`src/rtl/mdio_tgt_pkg.sv`:
```
package mdio_tgt_pkg;
    localparam int DEF_REG_AW  = 5;
    localparam int DEF_DATA_W  = 16;
    localparam int DEF_PHY_AW  = 5;
    localparam int DEF_PRE_LEN = 32;

    localparam logic [1:0] OP_WR = 2'b01;
    localparam logic [1:0] OP_RD = 2'b10;

    typedef enum logic [2:0] {
        S_PRE,
        S_ST2,
        S_OP,
        S_ADDR,
        S_TA,
        S_DATA
    } fr_state_t;

    typedef struct packed {
        logic                  we;
        logic [DEF_REG_AW-1:0] addr;
        logic [DEF_DATA_W-1:0] data;
    } wr_req_t;

    function automatic logic op_known(input logic [1:0] op);
        return (op == OP_WR) || (op == OP_RD);
    endfunction
endpackage

```
`src/rtl/mdio_tgt_sync.sv`:
```
module mdio_tgt_sync #(
    parameter int STAGES = 2
) (
    input  logic clk,
    input  logic rst,
    input  logic mdc_i,
    input  logic mdio_i,
    output logic mdc_rise,
    output logic mdc_fall,
    output logic bit_o
);
    logic [STAGES:0]   mdc_sr;
    logic [STAGES-1:0] dat_sr;

    always_ff @(posedge clk) begin
        if (rst) begin
            mdc_sr <= '1;
            dat_sr <= '1;
        end else begin
            mdc_sr <= {mdc_sr[STAGES-1:0], mdc_i};
            dat_sr <= {dat_sr[STAGES-2:0], mdio_i};
        end
    end

    assign mdc_rise = mdc_sr[STAGES-1] & ~mdc_sr[STAGES];
    assign mdc_fall = ~mdc_sr[STAGES-1] & mdc_sr[STAGES];
    assign bit_o    = dat_sr[STAGES-1];
endmodule

```
`src/rtl/mdio_tgt_regs.sv`:
```
module mdio_tgt_regs
    import mdio_tgt_pkg::*;
#(
    parameter int REG_AW = DEF_REG_AW,
    parameter int DATA_W = DEF_DATA_W
) (
    input  logic              clk,
    input  logic              rst,
    input  wr_req_t           wr,
    input  logic [REG_AW-1:0] rd_addr,
    output logic [DATA_W-1:0] rd_data
);
    localparam int NWORDS = 1 << REG_AW;

    logic [DATA_W-1:0] words [NWORDS];

    for (genvar g = 0; g < NWORDS; g++) begin : g_word
        always_ff @(posedge clk) begin
            if (rst)
                words[g] <= '0;
            else if (wr.we && (wr.addr == REG_AW'(g)))
                words[g] <= wr.data;
        end
    end

    assign rd_data = words[rd_addr];

    p_store_r2: assert property (@(posedge clk) disable iff (rst)
        wr.we |=> (words[$past(wr.addr)] == $past(wr.data)));
endmodule

```
`src/rtl/mdio_tgt_frame.sv`:
```
module mdio_tgt_frame
    import mdio_tgt_pkg::*;
#(
    parameter int REG_AW  = DEF_REG_AW,
    parameter int PHY_AW  = DEF_PHY_AW,
    parameter int DATA_W  = DEF_DATA_W,
    parameter int PRE_LEN = DEF_PRE_LEN
) (
    input  logic              clk,
    input  logic              rst,
    input  logic              mdc_rise,
    input  logic              mdc_fall,
    input  logic              bit_i,
    input  logic [PHY_AW-1:0] my_addr,
    input  logic [DATA_W-1:0] rd_data,
    output logic [REG_AW-1:0] rd_addr,
    output wr_req_t           wr,
    output logic              mdio_o,
    output logic              mdio_oe
);
    localparam int ADDR_BITS = PHY_AW + REG_AW;
    localparam int MAXF      = (DATA_W > ADDR_BITS) ? DATA_W : ADDR_BITS;
    localparam int CW        = $clog2(MAXF);
    localparam int PCW       = $clog2(PRE_LEN + 1);

    fr_state_t            state;
    logic [PCW-1:0]       pre_cnt;
    logic [CW-1:0]        bcnt;
    logic [1:0]           op;
    logic [ADDR_BITS-1:0] addr;
    logic [DATA_W-1:0]    shin;
    logic [DATA_W:0]      shout;
    logic                 rd_act;
    logic [ADDR_BITS-1:0] addr_nxt;
    logic [1:0]           op_nxt;

    assign addr_nxt = {addr[ADDR_BITS-2:0], bit_i};
    assign op_nxt   = {op[0], bit_i};
    assign rd_addr  = addr[REG_AW-1:0];

    always_ff @(posedge clk) begin
        if (rst) begin
            state   <= S_PRE;
            pre_cnt <= '0;
            bcnt    <= '0;
            op      <= '0;
            addr    <= '0;
            shin    <= '0;
            shout   <= '1;
            rd_act  <= 1'b0;
            mdio_oe <= 1'b0;
            mdio_o  <= 1'b1;
            wr      <= '0;
        end else begin
            wr.we <= 1'b0;
            if (mdc_rise) begin
                case (state)
                    S_PRE: begin
                        if (bit_i) begin
                            if (pre_cnt != PCW'(PRE_LEN))
                                pre_cnt <= pre_cnt + 1'b1;
                        end else if (pre_cnt == PCW'(PRE_LEN)) begin
                            state <= S_ST2;
                        end else begin
                            pre_cnt <= '0;
                        end
                    end
                    S_ST2: begin
                        pre_cnt <= '0;
                        bcnt    <= '0;
                        state   <= bit_i ? S_OP : S_PRE;
                    end
                    S_OP: begin
                        op <= op_nxt;
                        if (bcnt == CW'(1)) begin
                            bcnt  <= '0;
                            state <= op_known(op_nxt) ? S_ADDR : S_PRE;
                        end else begin
                            bcnt <= bcnt + 1'b1;
                        end
                    end
                    S_ADDR: begin
                        addr <= addr_nxt;
                        if (bcnt == CW'(ADDR_BITS - 1)) begin
                            bcnt  <= '0;
                            state <= (addr_nxt[ADDR_BITS-1:REG_AW] == my_addr) ? S_TA : S_PRE;
                        end else begin
                            bcnt <= bcnt + 1'b1;
                        end
                    end
                    S_TA: begin
                        if (bcnt == '0) begin
                            bcnt <= CW'(1);
                            if (op == OP_RD) begin
                                shout  <= {1'b0, rd_data};
                                rd_act <= 1'b1;
                            end
                        end else begin
                            bcnt  <= '0;
                            state <= S_DATA;
                        end
                    end
                    S_DATA: begin
                        shin <= {shin[DATA_W-2:0], bit_i};
                        if (bcnt == CW'(DATA_W - 1)) begin
                            bcnt    <= '0;
                            state   <= S_PRE;
                            rd_act  <= 1'b0;
                            mdio_oe <= 1'b0;
                            mdio_o  <= 1'b1;
                            if (op == OP_WR) begin
                                wr.we   <= 1'b1;
                                wr.addr <= addr[REG_AW-1:0];
                                wr.data <= {shin[DATA_W-2:0], bit_i};
                            end
                        end else begin
                            bcnt <= bcnt + 1'b1;
                        end
                    end
                    default: state <= S_PRE;
                endcase
            end else if (mdc_fall && rd_act) begin
                mdio_oe <= 1'b1;
                mdio_o  <= shout[DATA_W];
                shout   <= {shout[DATA_W-1:0], 1'b1};
            end
        end
    end

    p_oe_window_r3: assert property (@(posedge clk) disable iff (rst)
        (state inside {S_PRE, S_ST2, S_OP, S_ADDR}) |-> !mdio_oe);

    p_out_hold_r9: assert property (@(posedge clk) disable iff (rst)
        (!mdc_rise && !mdc_fall) |=> ($stable(mdio_o) && $stable(mdio_oe)));

    p_oe_on_fall_r9: assert property (@(posedge clk) disable iff (rst)
        $rose(mdio_oe) |-> $past(mdc_fall));

    p_write_op_r7: assert property (@(posedge clk) disable iff (rst)
        wr.we |-> (op == OP_WR));

    p_pre_bound_r5: assert property (@(posedge clk) disable iff (rst)
        pre_cnt <= PCW'(PRE_LEN));
endmodule

```
`src/rtl/mdio_target.sv`:
```
module mdio_target
    import mdio_tgt_pkg::*;
#(
    parameter int REG_AW      = DEF_REG_AW,
    parameter int PHY_AW      = DEF_PHY_AW,
    parameter int DATA_W      = DEF_DATA_W,
    parameter int PRE_LEN     = DEF_PRE_LEN,
    parameter int SYNC_STAGES = 2
) (
    input  logic              clk,
    input  logic              rst,
    input  logic [PHY_AW-1:0] strap_addr_i,
    input  logic              mdc_i,
    input  logic              mdio_i,
    output logic              mdio_o,
    output logic              mdio_oe_o
);
    logic              mdc_rise;
    logic              mdc_fall;
    logic              bit_s;
    logic [REG_AW-1:0] rd_addr;
    logic [DATA_W-1:0] rd_data;
    wr_req_t           wr;

    mdio_tgt_sync #(.STAGES(SYNC_STAGES)) u_sync (
        .clk      (clk),
        .rst      (rst),
        .mdc_i    (mdc_i),
        .mdio_i   (mdio_i),
        .mdc_rise (mdc_rise),
        .mdc_fall (mdc_fall),
        .bit_o    (bit_s)
    );

    mdio_tgt_frame #(
        .REG_AW  (REG_AW),
        .PHY_AW  (PHY_AW),
        .DATA_W  (DATA_W),
        .PRE_LEN (PRE_LEN)
    ) u_frame (
        .clk      (clk),
        .rst      (rst),
        .mdc_rise (mdc_rise),
        .mdc_fall (mdc_fall),
        .bit_i    (bit_s),
        .my_addr  (strap_addr_i),
        .rd_data  (rd_data),
        .rd_addr  (rd_addr),
        .wr       (wr),
        .mdio_o   (mdio_o),
        .mdio_oe  (mdio_oe_o)
    );

    mdio_tgt_regs #(
        .REG_AW (REG_AW),
        .DATA_W (DATA_W)
    ) u_regs (
        .clk     (clk),
        .rst     (rst),
        .wr      (wr),
        .rd_addr (rd_addr),
        .rd_data (rd_data)
    );
endmodule

```
`config.mk`:
```
export PLATFORM = sky130hd
export DESIGN_NAME = mdio_target
export DESIGN_NICKNAME = d
export VERILOG_FILES = /design/src/rtl/mdio_tgt_pkg.sv /design/src/rtl/mdio_tgt_sync.sv /design/src/rtl/mdio_tgt_regs.sv /design/src/rtl/mdio_tgt_frame.sv /design/src/rtl/mdio_target.sv
export SDC_FILE = /design/constraint.sdc
export NUM_CORES = 1
export LEC_CHECK = 0
export BUFFER_PORTS_ARGS = -buffer_cell sky130_fd_sc_hd__buf_4
export CORE_MARGIN = 2
export CORE_UTILIZATION = 64
export CTS_CLUSTER_DIAMETER = 50
export CTS_CLUSTER_SIZE = 30
export DETAILED_ROUTE_END_ITERATION = 6
export PLACE_DENSITY = 0.88
export SLEW_MARGIN = 20
export SYNTH_ARGS = -nofsm -noshare
export SYNTH_HDL_FRONTEND = slang
export SYNTH_SLANG_ARGS = --single-unit
```
`constraint.sdc`:
```
create_clock -name clk -period 3.5 [get_ports clk]
set_input_delay 0.525 -clock clk [delete_from_list [all_inputs] [get_ports clk]]
set_output_delay 0.525 -clock clk [all_outputs]
set_load 0.02 [all_outputs]
```
---- After elaboration in Yosys (flattened, before gate mapping) ----
Memories as Yosys holds them, arrays and structs flattened. A register that Yosys moved wholly into a read port is not among the register bits.
Index checks and enable logic that the tools add are counted.
storage, ports and cells
  flip-flop bits (word level) ............. 86
  memories kept ........................... 1
  word-level logic and storage cells ...... 338
  RAM bits ................................ 512
  input bits .............................. 9
  output and inout port bits .............. 2
cells by class
  bitwise gates (word level) .............. 39
  eq/ne operators ......................... 61
  $add $sub $neg .......................... 2
  mux-type cells .......................... 168
  reduce and logical (&&, ||, !) cells .... 52
memory list
  memory        words  bits a word  read ports  clocked after Yosys merged registers in  write ports  line                 text
  u_regs.words  32     16           1           1                                        32           mdio_tgt_regs.sv:15  logic [DATA_W-1:0] words [NWORDS];
operators with widths
  operator               count
  $mux W16               32
  $mux W1                109
  $mux W17               5
  $eq A5 B5 Y1 const B   16
  $eq A5 B4 Y1 const B   8
  $logic_and A1 B1 Y1    33
  $or A1 B1 Y1           32
  $mux W22               1
  $ne A2 B1 Y1 const B   11
  $mux W3                7
  $eq A5 B3 Y1 const B   4
  $pmux W4 S5            1
  $mux W6                3
  $pmux W3 S6            1
  $mux W4                3
  $pmux W6 S2            1
  $reduce_and A4 Y1      3
  $eq A5 B2 Y1 const B   2
  $mux W5                2
  $eq A4 B4 Y1 const B   2
  $reduce_and A2 Y1      4
  $reduce_and A7 Y1      1
  $add A6 B1 Y6 const B  1
  $eq A3 B2 Y1 const B   2
  other kinds (26)       38

---- Longest topological paths before layout ----
  word-level depth ........................ 6
  mapped depth ............................ 9
  depth with buffers taken out ............ 7

---- Modules after synthesis ----
Synthesis repeated with hierarchy kept, for this count alone.
second synthesis, totals
  cells, all modules ...................... 2207
  area, all modules ....................... 27826.7 um^2
modules (own cells, without submodules)
  module          instances  cells an instance  area an instance (um^2)  sequential area each (um^2)
  mdio_tgt_regs   1          1773               24041.8                  15374.7
  mdio_tgt_frame  1          422                3641.0                   1621.6
  mdio_tgt_sync   1          12                 143.9                    100.1

---- Worst setup path after synthesis ----
Ideal clock, no wire load.
  kind .................................... register to register
  start ................................... reg, netlist name u_frame.wr[19]
  end ..................................... mem u_regs.words[15][0] in the netlist's numbering, enable pin
  period minus slack after synthesis ...... 2.471 ns
  library setup time ...................... 0.411 ns
  path buffers ............................ 1
  cell stages (with the launch flop) ...... 4
  path slack .............................. 1.029 ns
  required time ........................... 3.089 ns
  arrival ................................. 2.060 ns
  cells stage by stage .................... dfxtp_1 > buf_1 > nand4_1 > o21ai_0
RTL lines
  item           line
  end, declared  mdio_tgt_regs.sv:15

==> flow_metrics.env <==
export IMPL_post_cts_resized=0
export IMPL_path_clk_slew_ns=0.09
export IMPL_globalplace_congestion=0.9293
export IMPL_stdcell_count=2465
export IMPL_post_dp_cell_area_um2=27670
export IMPL_antenna_found_initial=0
export IMPL_drt_total_wl_um=64390
export IMPL_holdPathEnd="u_sync.mdc_sr[0]"
export IMPL_reg2reg_depth=6
export IMPL_p_leak_nw=10.07
export IMPL_syn_num_nets=1940
export IMPL_postCtsSetupBuffers=0
export IMPL_finalSetupViolations=0
export IMPL_yosys_register_bits=603
export IMPL_finalHoldViolCount=0
export IMPL_overflow=0
export IMPL_grt_total_usage=0.2985
export IMPL_avgSynthCellArea_um2=14.07
export IMPL_start_util=0.6477
export IMPL_die_area_um2=44020
export IMPL_critPathLaunchType="flop"
export IMPL_reg2reg_to="u_frame.shout[8]"
export IMPL_hp_start="mdc_i"
export IMPL_drt_iter0_markers=2110
export IMPL_portBuffers=10
export IMPL_synth_cell_types=58
export IMPL_fmax_ghz=0.3418
export IMPL_coreArea_um2=41850
export IMPL_drc_errors=0
export IMPL_synth_warnings=0
export IMPL_vias=16360
export IMPL_num_rows=75
export IMPL_die_w_um=209.8
export IMPL_crit_path_max_fanout=31
export IMPL_clock_path_buffers=3
export IMPL_clock_sinks=603
export IMPL_synthArstFlopShare=0
export IMPL_grt_setup_unrepaired="false"
export IMPL_cts_tree="done"
export IMPL_stdcell_area_um2=29270
export IMPL_required_ns=3.97
export IMPL_status="complete, no violations"
export IMPL_drv_slew=0
export IMPL_rrSetupSlack_ns=0.57
export IMPL_maxCapViolations=0
export IMPL_post_dp_hpwl_um=40410
export IMPL_worst_slew_margin_rel=0.2062
export IMPL_routed_via_density=6.637
export IMPL_cts_buffers=44
export IMPL_ctsHoldBuffers=0
export IMPL_finalCritPeriodShare=0.8358
export IMPL_synth_top_flop_cell="edfxtp_1"
export IMPL_skew_ns=0.02793
export IMPL_grt_max_degree=64
export IMPL_synth_edff_count=512
export IMPL_grt_pass1_vias=16050
export IMPL_grt_pass1_wl_um=98250
export IMPL_whs_path_depth=2
export IMPL_hp_class="input port to flop"
export IMPL_end_kind="flop"
export IMPL_die_y_um=209.8
export IMPL_cts_root_buffer="clkbuf_16"
export IMPL_tns_ns=0
export IMPL_synth_cells=1926
export IMPL_drive_above_1_share=0.1549
export IMPL_syn2layout_area_growth_pct=7.976
export IMPL_powerDensity_nw_per_um2=475.4
export IMPL_dr_pass1_iters=6
export IMPL_htree_levels=2
export IMPL_ys_seq_area_frac=0.6344
export IMPL_ant_nets=0
export IMPL_avgRoutedWirePerCell_um=26.12
export IMPL_dp_cells=2384
export IMPL_critPathKind="flop to flop"
export IMPL_synth_area_um2=27110
export IMPL_fin_nets=1905
export IMPL_ir_worst_vdd_mv=0.4415
export IMPL_cp_arrival_ns=3.40
export IMPL_period_minus_slack_ns=2.925
export IMPL_worstMarginPinSlew_ns=1.189
export IMPL_clock_latency_ns=0.59
export IMPL_io_pins=11
==> layout by cell type (no fill, tap or decap), types with 9 or more instances in the layout <==
cell type / Yosys / layout
a211o_1: 15 / 15
a21oi_1: 47 / 47
a22o_1: 16 / 16
and2_1: 515 / 515
buf_4: 10 / 73
clkbuf_16: 0 / 45
dfxtp_1: 91 / 87
edfxtp_1: 512 / 512
mux2i_1: 101 / 101
mux4_2: 98 / 98
nand2_1: 72 / 72
nand2b_1: 9 / 9
nand3_1: 15 / 15
nor2_1: 73 / 69
nor2b_1: 10 / 10
nor4b_2: 9 / 10
o21ai_0: 37 / 13
o21ai_1: 0 / 22
o22ai_1: 51 / 51
o22ai_2: 10 / 10
xor2_1: 11 / 11
==> Yosys cell counts (2+ instances only) <==
cell,count,area (um^2)
nor4b_2,9,135.1
o22ai_2,10,125.1
mux2i_1,101,1011
xor2_1,11,96.34
clkbuf_1,114,427.9
o21ai_0,37,185.2
nor2_1,73,274.0
nand2b_1,9,56.30
a31oi_1,3,18.77
or3_1,4,25.02
and2_1,515,3222
nand3b_1,3,22.52
nor3b_1,2,15.01
a22oi_1,2,15.01
mux4_2,98,2207
o22ai_1,51,319.1
a211o_1,15,131.4
or3b_1,2,17.52
or2_2,6,37.54
inv_1,8,30.03
buf_1,3,11.26
nor3_2,2,20.02
and3_1,3,18.77
edfxtp_1,512,15370
buf_4,10,75.07
nand4_1,6,37.54
nor3_1,3,15.01
buf_6,13,146.4
a21oi_1,47,235.2
nand3_1,15,75.07
nor4b_1,7,61.31
dfxtp_1,91,1822
nand2_1,72,270.3
a22o_1,16,140.1
ha_1,5,62.56
buf_2,17,85.08
nor2b_1,10,62.56
==> report_power, final <==
| group | switching (mW) | leakage [nW] | internal [mW] | total (mW) |
|---|---|---|---|---|
| Clock | 2.72 | 0.765 | 2.84 | 5.56 |
| Sequential | 0.0641 | 6.01 | 7.96 | 8.02 |
| Combinational | 0.224 | 3.30 | 0.107 | 0.331 |
==> metal layers <==
layer / track usage / vias to the layer above / wire, um
li1: - / 6934 / -
met4: 0.1027 / 0 / 2344
met5: 0 / - / 0
met2: 0.4715 / 1033 / 30850
met1: 0.4197 / 8226 / 24150
met3: 0.06240 / 166 / 7048
==> sequential cells by signal (all words and copies together), names as in the netlist, named ones only <==
name	flops
u_frame.op	2
u_frame.rd_act	1
u_frame.shout	17
u_regs.words	512
u_frame.state	3
u_frame.wr	22
u_frame.addr	9
u_frame.pre_cnt	6
u_frame.mdio_oe	1
u_frame.bcnt	4
u_sync.mdc_sr	3
u_sync.dat_sr	2
u_frame.mdio_o	1
u_frame.shin	15
==> worst max path at each step <==
stage                        start             endpoint  depth (start not counted)
CTS                           flop     u_frame.shout[7]                          7
global placement              flop     u_frame.shout[7]                          7
floorplan           u_frame.wr[19]  u_regs.words[15][0]                          3
global route                  flop     u_frame.shout[7]                          5
finish                        flop     u_frame.shout[8]                          6
detailed placement            flop     u_frame.shout[8]                          6
==> metrics by stage <==
step	power (mW)	hold WS, ns	setup WS [ns]	util
final	13.91	0.1188	0.5747	0.6993
after global routing	14.21	0.1050	0.4833	0.6992
after CTS	13.93	0.09907	0.6057	0.6988
after floorplan	8.361	0.3895	1.029	-
after global placement	8.483	0.4044	0.3460	0.6605
after detailed placement	8.510	0.3964	0.6756	0.6612
==> worst max-delay path, cell delays in order, from the launching register on <==
cell and delay (ns):
dfxtp_4 0.76, buf_4 0.29, mux4_2 0.52, a22o_1 0.24
nor4b_1 0.72, a211o_1 0.19, a21oi_1 0.07
==> cell type report <==
class / count / area, um^2
diodes: 2 / 5.005
multi-input cells: 1155 / 9135
inverters: 9 / 33.78
clock buffers: 49 / 1161
well taps: 539 / 674.4
clock inverters: 30 / 412.9
repair buffers: 78 / 639.4
flip-flops and latches: 603 / 17210
fillers: 2630 / 12580
==> cells by family (layout without fill, tap and decap cells) <==
family / Yosys count / in the layout / synth area share
compound gates: 189 / 189 / 0.04598
xor+xnor: 12 / 12 / 0.003877
fa+ha+maj: 5 / 5 / 0.002308
buf+inv: 168 / 166 / 0.02968
flops: 603 / 603 / 0.6344
mux: 200 / 200 / 0.1191
other cells: 0 / 2 / 0
simple gates: 749 / 749 / 0.1646
Note: power is estimated with default switching activity, not from simulation.
